$ cat config.mk
export PLATFORM = sky130hd
export DESIGN_NAME = page_wbuf
export DESIGN_NICKNAME = d
export VERILOG_FILES = /design/src/rtl/pwb_pkg.sv /design/src/rtl/pwb_prot.sv /design/src/rtl/pwb_ptr.sv /design/src/rtl/pwb_latch.sv /design/src/rtl/page_wbuf.sv
export SDC_FILE = /design/constraint.sdc
export NUM_CORES = 1
export LEC_CHECK = 0
export ABC_CLOCK_PERIOD_IN_PS = 4250
export BUFFER_PORTS_ARGS = -buffer_cell sky130_fd_sc_hd__buf_2
export CORE_ASPECT_RATIO = 0.5
export CORE_MARGIN = 2
export CORE_UTILIZATION = 57
export CTS_CLUSTER_SIZE = 20
export DETAILED_ROUTE_END_ITERATION = 8
export HOLD_SLACK_MARGIN = 0.02
export PLACE_DENSITY = 0.92
export SYNTH_ARGS = -nofsm -noshare
export SYNTH_HDL_FRONTEND = slang
export SYNTH_SLANG_ARGS = --single-unit
$ cat constraint.sdc
create_clock -name clk -period 4.25 [get_ports clk]
set_input_delay 0.85 -clock clk [delete_from_list [all_inputs] [get_ports clk]]
set_output_delay 0.85 -clock clk [all_outputs]
set_load 0.01 [all_outputs]
$ cat src/rtl/pwb_pkg.sv
package pwb_pkg;
  typedef logic [7:0] byte_t;
  localparam int unsigned BYTE_W = 8;
endpackage

$ cat src/rtl/pwb_prot.sv
module pwb_prot (
  input  logic clk,
  input  logic rst_n,
  input  logic start_i,
  input  logic wp_i,
  input  logic addr_stb_i,
  output logic prot_o
);
  logic win_q, win_d;
  logic prot_q, prot_d;

  always_comb begin
    win_d  = win_q;
    prot_d = prot_q;
    if (start_i) begin
      win_d  = 1'b1;
      prot_d = wp_i;
    end else if (win_q) begin
      prot_d = prot_q | wp_i;
      if (addr_stb_i) win_d = 1'b0;
    end
  end

  always_ff @(posedge clk or negedge rst_n) begin
    if (!rst_n) begin
      win_q  <= 1'b0;
      prot_q <= 1'b0;
    end else begin
      win_q  <= win_d;
      prot_q <= prot_d;
    end
  end

  assign prot_o = prot_q;

  AST_WP_AT_ADDR: assert property (@(posedge clk) disable iff (!rst_n)
    (win_q && addr_stb_i && wp_i && !start_i) |=> prot_o);
  AST_WP_LATE: assert property (@(posedge clk) disable iff (!rst_n)
    (!win_q && !start_i) |=> $stable(prot_o));
endmodule

$ cat src/rtl/pwb_ptr.sv
module pwb_ptr #(
  parameter int unsigned ADDR_W = 8,
  parameter int unsigned OFF_W  = 4,
  localparam int unsigned PAGE_W = ADDR_W - OFF_W
) (
  input  logic              clk,
  input  logic              rst_n,
  input  logic              start_i,
  input  logic              addr_stb_i,
  input  logic [ADDR_W-1:0] addr_i,
  input  logic              data_stb_i,
  output logic              armed_o,
  output logic [OFF_W-1:0]  off_o,
  output logic [PAGE_W-1:0] page_o
);
  logic              armed_q, armed_d;
  logic [OFF_W-1:0]  off_q, off_d;
  logic [PAGE_W-1:0] page_q, page_d;

  always_comb begin
    armed_d = armed_q;
    off_d   = off_q;
    page_d  = page_q;
    if (start_i) begin
      armed_d = 1'b0;
    end else if (addr_stb_i) begin
      armed_d = 1'b1;
      off_d   = addr_i[OFF_W-1:0];
      page_d  = addr_i[ADDR_W-1:OFF_W];
    end else if (data_stb_i && armed_q) begin
      off_d   = off_q + 1'b1;
    end
  end

  always_ff @(posedge clk or negedge rst_n) begin
    if (!rst_n) begin
      armed_q <= 1'b0;
      off_q   <= '0;
      page_q  <= '0;
    end else begin
      armed_q <= armed_d;
      off_q   <= off_d;
      page_q  <= page_d;
    end
  end

  assign armed_o = armed_q;
  assign off_o   = off_q;
  assign page_o  = page_q;

  AST_OFF_WRAP: assert property (@(posedge clk) disable iff (!rst_n)
    (data_stb_i && armed_q && !start_i && !addr_stb_i)
      |=> (off_q == OFF_W'($past(off_q) + 1'b1)) && $stable(page_q));
endmodule

$ cat src/rtl/pwb_latch.sv
module pwb_latch
  import pwb_pkg::*;
#(
  parameter int unsigned SLOTS = 16,
  localparam int unsigned OFF_W = $clog2(SLOTS)
) (
  input  logic                   clk,
  input  logic                   rst_n,
  input  logic                   clr_i,
  input  logic                   wr_i,
  input  logic [OFF_W-1:0]       wr_off_i,
  input  byte_t                  wr_data_i,
  output logic [SLOTS-1:0]       valid_o,
  output logic [SLOTS*BYTE_W-1:0] data_o
);
  logic [SLOTS-1:0] valid_q, valid_d;

  always_comb begin
    valid_d = valid_q;
    if (clr_i) valid_d = '0;
    else if (wr_i) valid_d[wr_off_i] = 1'b1;
  end

  always_ff @(posedge clk or negedge rst_n) begin
    if (!rst_n) valid_q <= '0;
    else        valid_q <= valid_d;
  end

  for (genvar g = 0; g < SLOTS; g++) begin : g_slot
    byte_t slot_q;
    logic  slot_en;
    assign slot_en = wr_i && !clr_i && (wr_off_i == OFF_W'(g));
    always_ff @(posedge clk or negedge rst_n) begin
      if (!rst_n)       slot_q <= '0;
      else if (slot_en) slot_q <= wr_data_i;
    end
    assign data_o[g*BYTE_W +: BYTE_W] = slot_q;
  end

  assign valid_o = valid_q;

  AST_CLR_EMPTY: assert property (@(posedge clk) disable iff (!rst_n)
    clr_i |=> (valid_o == '0));
  AST_VALID_STICKY: assert property (@(posedge clk) disable iff (!rst_n)
    (!clr_i) |=> ((valid_o & $past(valid_o)) == $past(valid_o)));
endmodule

$ cat src/rtl/page_wbuf.sv
module page_wbuf
  import pwb_pkg::*;
#(
  parameter int unsigned ADDR_W = 8,
  parameter int unsigned SLOTS  = 16,
  localparam int unsigned OFF_W  = $clog2(SLOTS),
  localparam int unsigned PAGE_W = ADDR_W - OFF_W
) (
  input  logic                    clk,
  input  logic                    rst_n,
  input  logic                    start_i,
  input  logic                    wp_i,
  input  logic                    addr_stb_i,
  input  logic [ADDR_W-1:0]       addr_i,
  input  logic                    data_stb_i,
  input  logic [7:0]              data_i,
  input  logic                    commit_i,
  output logic                    ack_vld_o,
  output logic                    ack_o,
  output logic                    mem_we_o,
  output logic [PAGE_W-1:0]       mem_page_o,
  output logic [SLOTS-1:0]        mem_mask_o,
  output logic [SLOTS*BYTE_W-1:0] mem_data_o
);
  logic              prot;
  logic              armed;
  logic [OFF_W-1:0]  off;
  logic [PAGE_W-1:0] page;
  logic [SLOTS-1:0]  valid;
  logic              take, fire, clr;

  pwb_prot u_prot (
    .clk(clk), .rst_n(rst_n), .start_i(start_i), .wp_i(wp_i),
    .addr_stb_i(addr_stb_i), .prot_o(prot)
  );

  pwb_ptr #(.ADDR_W(ADDR_W), .OFF_W(OFF_W)) u_ptr (
    .clk(clk), .rst_n(rst_n), .start_i(start_i), .addr_stb_i(addr_stb_i),
    .addr_i(addr_i), .data_stb_i(data_stb_i), .armed_o(armed),
    .off_o(off), .page_o(page)
  );

  assign take = data_stb_i && armed && !prot && !start_i && !addr_stb_i;
  assign fire = commit_i && armed && !prot && !start_i && (|valid);
  assign clr  = start_i || fire;

  pwb_latch #(.SLOTS(SLOTS)) u_latch (
    .clk(clk), .rst_n(rst_n), .clr_i(clr), .wr_i(take), .wr_off_i(off),
    .wr_data_i(data_i), .valid_o(valid), .data_o(mem_data_o)
  );

  logic              ack_vld_q, ack_vld_d, ack_q, ack_d;
  logic              we_q, we_d;
  logic [PAGE_W-1:0] page_q, page_d;
  logic [SLOTS-1:0]  mask_q, mask_d;

  always_comb begin
    ack_vld_d = data_stb_i && !start_i && !addr_stb_i;
    ack_d     = take;
    we_d      = fire;
    page_d    = page_q;
    mask_d    = mask_q;
    if (fire) begin
      page_d = page;
      mask_d = valid;
    end
  end

  always_ff @(posedge clk or negedge rst_n) begin
    if (!rst_n) begin
      ack_vld_q <= 1'b0;
      ack_q     <= 1'b0;
      we_q      <= 1'b0;
      page_q    <= '0;
      mask_q    <= '0;
    end else begin
      ack_vld_q <= ack_vld_d;
      ack_q     <= ack_d;
      we_q      <= we_d;
      page_q    <= page_d;
      mask_q    <= mask_d;
    end
  end

  assign ack_vld_o  = ack_vld_q;
  assign ack_o      = ack_q;
  assign mem_we_o   = we_q;
  assign mem_page_o = page_q;
  assign mem_mask_o = mask_q;

  AST_WE_NONEMPTY: assert property (@(posedge clk) disable iff (!rst_n)
    mem_we_o |-> (mem_mask_o != '0));
  AST_WE_SINGLE: assert property (@(posedge clk) disable iff (!rst_n)
    mem_we_o |=> !mem_we_o);
  AST_PROT_NOSTAGE: assert property (@(posedge clk) disable iff (!rst_n)
    (data_stb_i && prot && !start_i && !commit_i) |=> $stable(valid));
  AST_ACK_NEEDS_ADDR: assert property (@(posedge clk) disable iff (!rst_n)
    ack_o |-> ack_vld_o);
endmodule

---- After elaboration in Yosys (flattened, before gate mapping) ----
Cells that the tools add are included.
storage, ports and cells
  register bits after elaboration ......... 178
  input bits .............................. 23
  output and inout port bits .............. 151
  logic and storage cells ................. 102
cells by class
  add/subtract/negate cells ............... 1
  magnitude comparators ................... 2
  eq/ne operators ......................... 15
  mux-type cells .......................... 13
  bitwise gates (word level) .............. 3
  reduce and logical (&&, ||, !) cells .... 41
operators by type and width
  cell                                                                number
  == test 4 bit (second input constant)                               8
  2-to-1 mux 16 bit                                                   2
  logical AND 1 bit                                                   28
  == test 4 x 3 -> 1 bit (second input constant)                      4
  OR 16 bit                                                           1
  OR reduction 16 bit                                                 1
  == test 4 x 2 -> 1 bit (second input constant)                      2
  2-to-1 mux 1 bit                                                    8
  2-to-1 mux 4 bit                                                    2
  nonzero test 2 bit                                                  4
  less-than comparator 4 x 5 -> 1 bit (second input constant)         1
  adder 4 x 1 -> 4 bit (second input constant)                        1
  demux 1 bit (select 4 bit)                                          1
  == test 4 x 1 -> 1 bit (second input constant)                      1
  greater-or-equal comparator 4 x 1 -> 1 bit (second input constant)  1
  logical NOT 1 bit                                                   4
  logical NOT 4 bit                                                   1
  AND reduction 2 bit                                                 2
  logical OR 1 bit                                                    1
  inverter 1 bit                                                      1
  OR 1 bit                                                            1

---- Depth between registers and ports, before layout ----
  depth in word-level cells ............... 8
  depth in mapped cells ................... 8
  depth with buffers taken out ............ 5

---- By module ----
Synthesis repeated with hierarchy kept, for this count alone.
second synthesis, totals
  cell total of the unflattened synthesis .. 440
  area, all modules ....................... 7018.0 um^2
modules (own cells, without submodules)
  module     instances  cells each  area an instance (um^2)  seq. area each (um^2)
  pwb_latch  1          337         5480.3                   3603.5
  page_wbuf  1          56          996.0                    575.6
  pwb_ptr    1          40          466.7                    225.2
  pwb_prot   1          7           75.1                     50.0

---- Worst setup path after synthesis ----
No wires, ideal clock.
  path type ............................... input -> register
  start ................................... input port data_stb_i
  end ..................................... register u_latch.g_slot[13].slot_q[7]
  library setup time ...................... 0.133 ns
  data arrival time ....................... 1.979 ns
  data required time ...................... 4.117 ns
  slack ................................... 2.138 ns
  stages on the path ...................... 6
  buffers on the path ..................... 2
  path through ............................ nor2b_1 > buf_2 > buf_4 > nand4_2 > o21ai_0 > o21ai_0
between the ends
  longest elaborated chain between the ends .. 6
ends and longest elaborated chain
  what                            line             RTL
  from (decl)                     page_wbuf.sv:15  input logic data_stb_i,
  logical AND 1 bit (4 in a row)  page_wbuf.sv:43  assign take = data_stb_i && armed && !prot && !start_i && !addr_stb_i;
  logical AND 1 bit (2 in a row)  pwb_latch.sv:32  assign slot_en = wr_i && !clr_i && (wr_off_i == OFF_W'(g));
  to (signal assigned)            pwb_latch.sv:35  else if (slot_en) slot_q <= wr_data_i;
  to (decl)                       pwb_latch.sv:30  byte_t slot_q;
No other way between the ends.
A chain may end at the register's enable or synchronous reset.

---- Final worst setup path ----
  start ................................... input port start_i
  end ..................................... register u_latch.g_slot[7].slot_q[0]
between the ends
  longest elaborated chain between the ends .. 7
  elaborated cells between the ends (all ways) .. 9
  classes of those cells .................. reduce/logical (9)
ends and longest elaborated chain
  what                              line                              RTL
  from (decl)                       page_wbuf.sv:11                   input logic start_i,
  logical NOT 1 bit                 page_wbuf.sv:43, page_wbuf.sv:44
  logical AND 1 bit (2 in a row)    page_wbuf.sv:44                   assign fire = commit_i && armed && !prot && !start_i && (|valid);
  logical OR 1 bit                  page_wbuf.sv:45                   assign clr = start_i || fire;
  logical NOT 1 bit                 pwb_latch.sv:32
  logical AND 1 bit * (2 in a row)  pwb_latch.sv:32
  to (signal assigned)              pwb_latch.sv:35
  to (decl)                         pwb_latch.sv:30
Every way passes the cells marked *; elsewhere a longest branch is shown, timed or not.

==> impl_metrics.py <==
metrics = {
    "synthesis": {
        "netlist_instances": 629,
        "syn_avg_cell_area_um2": 11.37,
        "synth_edf_count": 0,
        "synth_fp_nets": 656,
        "ys_async_sr_fraction": 1.000,
        "ys.flop_type": "dfrtp_1",
        "syn_area_mm2": 0.007154,
        "yosysUniqueCellTypes": 33,
        "synth_seq_cells": 178,
        "yosys_warnings": 0,
        "ys_seq_area_frac": 0.6226,
    },
    "sta": {
        "finalSetupViolCount": 0,
        "fin_crit_sh": 0.7433,
        "hold_viol": 0,
        "fin_skew_ns": 0.01433,
        "timing.slew.headroom": 0.2443,
        "hold_slack_ns": 0.4466,
        "rsz0062_at_grt": "false",
        "slew_viol_final": 0,
        "worst_slack_ns": 1.091,
        "fmaxAchievable_mhz": 316.5,
        "tightest_slew_ns": 1.132,
        "period_needed_ns": 3.159,
        "fin_setup_tns_ns": 0,
    },
    "layout": {
        "post-route-util": 0.7263,
        "layout.cells.non_filler": 969,
        "fillers": 782,
        "drive_above_1_share": 0.3308,
        "diodes": 0,
        "synthToLayoutAreaGrowth_pct": 21.98,
        "nNetsFinal": 818,
    },
    "clocking": {
        "cts_buffers": 17,
        "cts_setup_buffers": 0,
        "cts_hold_buf": 0,
        "clockBufferDepth": 2,
        "cts_tree": "yes",
        "cts_resized": 0,
        "cts_root_buf": "clkbuf_16",
        "cts.htree.levels": 4,
        "cts.sinks": 178,
        "clk_latency_ns": 0.44,
        "path_clk_slew_ns": 0.08,
    },
    "global_route": {
        "grt_pass1_vias": 6334,
        "grt_pass1_wl_um": 35020,
        "antenna_found_initial": 0,
        "grt_start_max_net_pins": 106,
        "grtUsageTotal": 0.3406,
        "grt-ovfl-total": 0,
    },
    "pwr": {
        "power.density_mw_per_mm2": 464.3,
        "leakage_nw": 4.461,
        "ir_worst_vdd_mv": 0.2423,
    },
    "place": {
        "routabilityCongestion": 0.8764,
        "dp_cells": 937,
        "port_buffers": 173,
        "pre_cts_ws_ns": 0.8772,
        "dp_hpwl_um": 13500,
    },
    "worst_setup_path": {
        "crit_type": "input port to register",
        "critPathArrivalTime_ns": 3.45,
        "critPathMaxStageDelay_ns": 0.97,
        "crit_fanout": 24,
        "cp_common_cell": "o21ai_0",
        "r2r-start": "u_prot.prot_o",
        "crit_path_start_kind": "input port",
        "required_ns": 4.54,
        "ff2ff_setup_slack_ns": 1.37,
        "critPathLaunch": "start_i",
        "slowest_stage": "nor3b_4",
        "crit_chain": "buf_2, nor3b_4, nand4_1, o21ai_0, o21ai_0",
        "worstSetupEndpointType": "register",
    },
    "drt": {
        "drc": 0,
        "drtIter0Drc": 840,
        "final_antenna_net_count": 0,
        "avgViaCountPerCell": 6.513,
        "vias": 6311,
        "wirelength_um": 22180,
        "route.detailed.wl_per_inst_um": 22.89,
        "firstDrtPassIters": 6,
    },
    "hold_path": {
        "hold_class": "input port to async pin",
    },
    "die": {
        "die_area_mm2": 0.01352,
        "start_util": 0.5954,
        "coreArea_mm2": 0.01202,
        "die_h_um": 83.22,
        "num_rows": 28,
        "ios": 174,
        "dieWidth_um": 162.4,
    },
    "job": {
        "maxCapViolations": 0,
    },
    "outcome": {
        "status": "completed",
    },
}
worst max-delay path, delay by kind of cell:
family / cells / cell delay (ns)
compound gates: 2 / 0.67
buf+inv: 1 / 0.22
simple gates: 2 / 1.71
final cells by class:
| cell class | count | area, µm² | area share |
|---|---|---|---|
| inverter | 6 | 22.52 | 0.002581 |
| clock buffer | 18 | 429.2 | 0.04918 |
| multi-input combinational | 405 | 2501 | 0.2866 |
| sequential | 178 | 4454 | 0.5104 |
| timing repair buffer | 183 | 947.2 | 0.1085 |
| clock inverter | 14 | 166.4 | 0.01907 |
| tap | 165 | 206.4 | 0.02366 |
through the flow:
step                      total power [mW]  cell area, µm²
after floorplan                      2.196            7154
after global placement               2.417            8132
after detailed placement             2.449            8132
after CTS                            4.036            8727
after global routing                 4.173            8727
final                                4.052            8727
power breakdown:
part / total (mW) / leakage (nW) / internal (mW) / switching (mW)
Clock: 1.59 / 0.285 / 0.840 / 0.747
Combinational: 0.578 / 1.73 / 0.170 / 0.408
Sequential: 1.89 / 2.45 / 1.81 / 0.0805
cells in the mapped netlist, types with 4 or more instances:
cell type,number,share of area
ha_1,4,0.0070
nand4_1,7,0.0061
dfrtp_1,178,0.62
o21ai_0,227,0.16
a21oi_2,9,0.011
o21ai_1,34,0.024
nand4_4,6,0.018
mux2_2,22,0.035
inv_1,5,0.0026
buf_6,4,0.0063
nand2b_1,17,0.015
buf_2,4,0.0028
nor2_1,7,0.0037
clkbuf_1,29,0.015
nand2_1,33,0.017
a21oi_1,9,0.0063
nor4_2,4,0.0070
per-layer routing:
| metal | up-vias | part of all wire | track usage |
|---|---|---|---|
| met5 | - | 0 | 0 |
| met2 | 505 | 0.47 | 0.5296 |
| met3 | 127 | 0.11 | 0.09840 |
| li1 | 2592 | - | - |
| met1 | 3087 | 0.37 | 0.4395 |
| met4 | 0 | 0.051 | 0.1770 |
placed cells by master (no fill, tap or decap), drive strengths merged, types with 7 or more instances in the layout:
| cell type | count |
|---|---|
| a21oi | 18 |
| buf | 183 |
| clkbuf | 18 |
| dfrtp | 178 |
| inv | 13 |
| mux2 | 24 |
| nand2 | 34 |
| nand2b | 17 |
| nand4 | 16 |
| nor2 | 7 |
| o21ai | 261 |
flip-flops by register name (all words and copies together) (netlist names):
name	cells
u_latch.valid_o	16
mem_we_o	1
u_ptr.armed_o	1
ack_o	1
mem_page_o	4
u_latch.g_slot.slot_q	128
mem_mask_o	16
u_prot.win_q	1
ack_vld_o	1
u_ptr.page_o	4
u_prot.prot_o	1
u_ptr.off_o	4
path summary, 6_finish.rpt:
kind | cells after the start | end
setup / recovery | 5 | u_latch.g_slot[7].slot_q[0]
hold / removal | 1 | u_latch.g_slot[11].slot_q[2]
setup reg to reg | 4 | u_latch.g_slot[7].slot_q[0]
hold reg to reg | 1 | mem_mask_o[2]
max in group asynchronous | 2 | mem_mask_o[6]
min in group clk | 1 | mem_mask_o[2]
logic make-up after synthesis:
group | count (synthesis) | share of synthesized area
AOI/OAI and AO/OA | 284 | 0.2069
adders and majority gates | 4 | 0.006996
buffers and inverters | 46 | 0.03060
DFF | 178 | 0.6226
muxes | 27 | 0.04302
and+or+nand+nor | 90 | 0.08989
(Power assumes the default switching activity.)
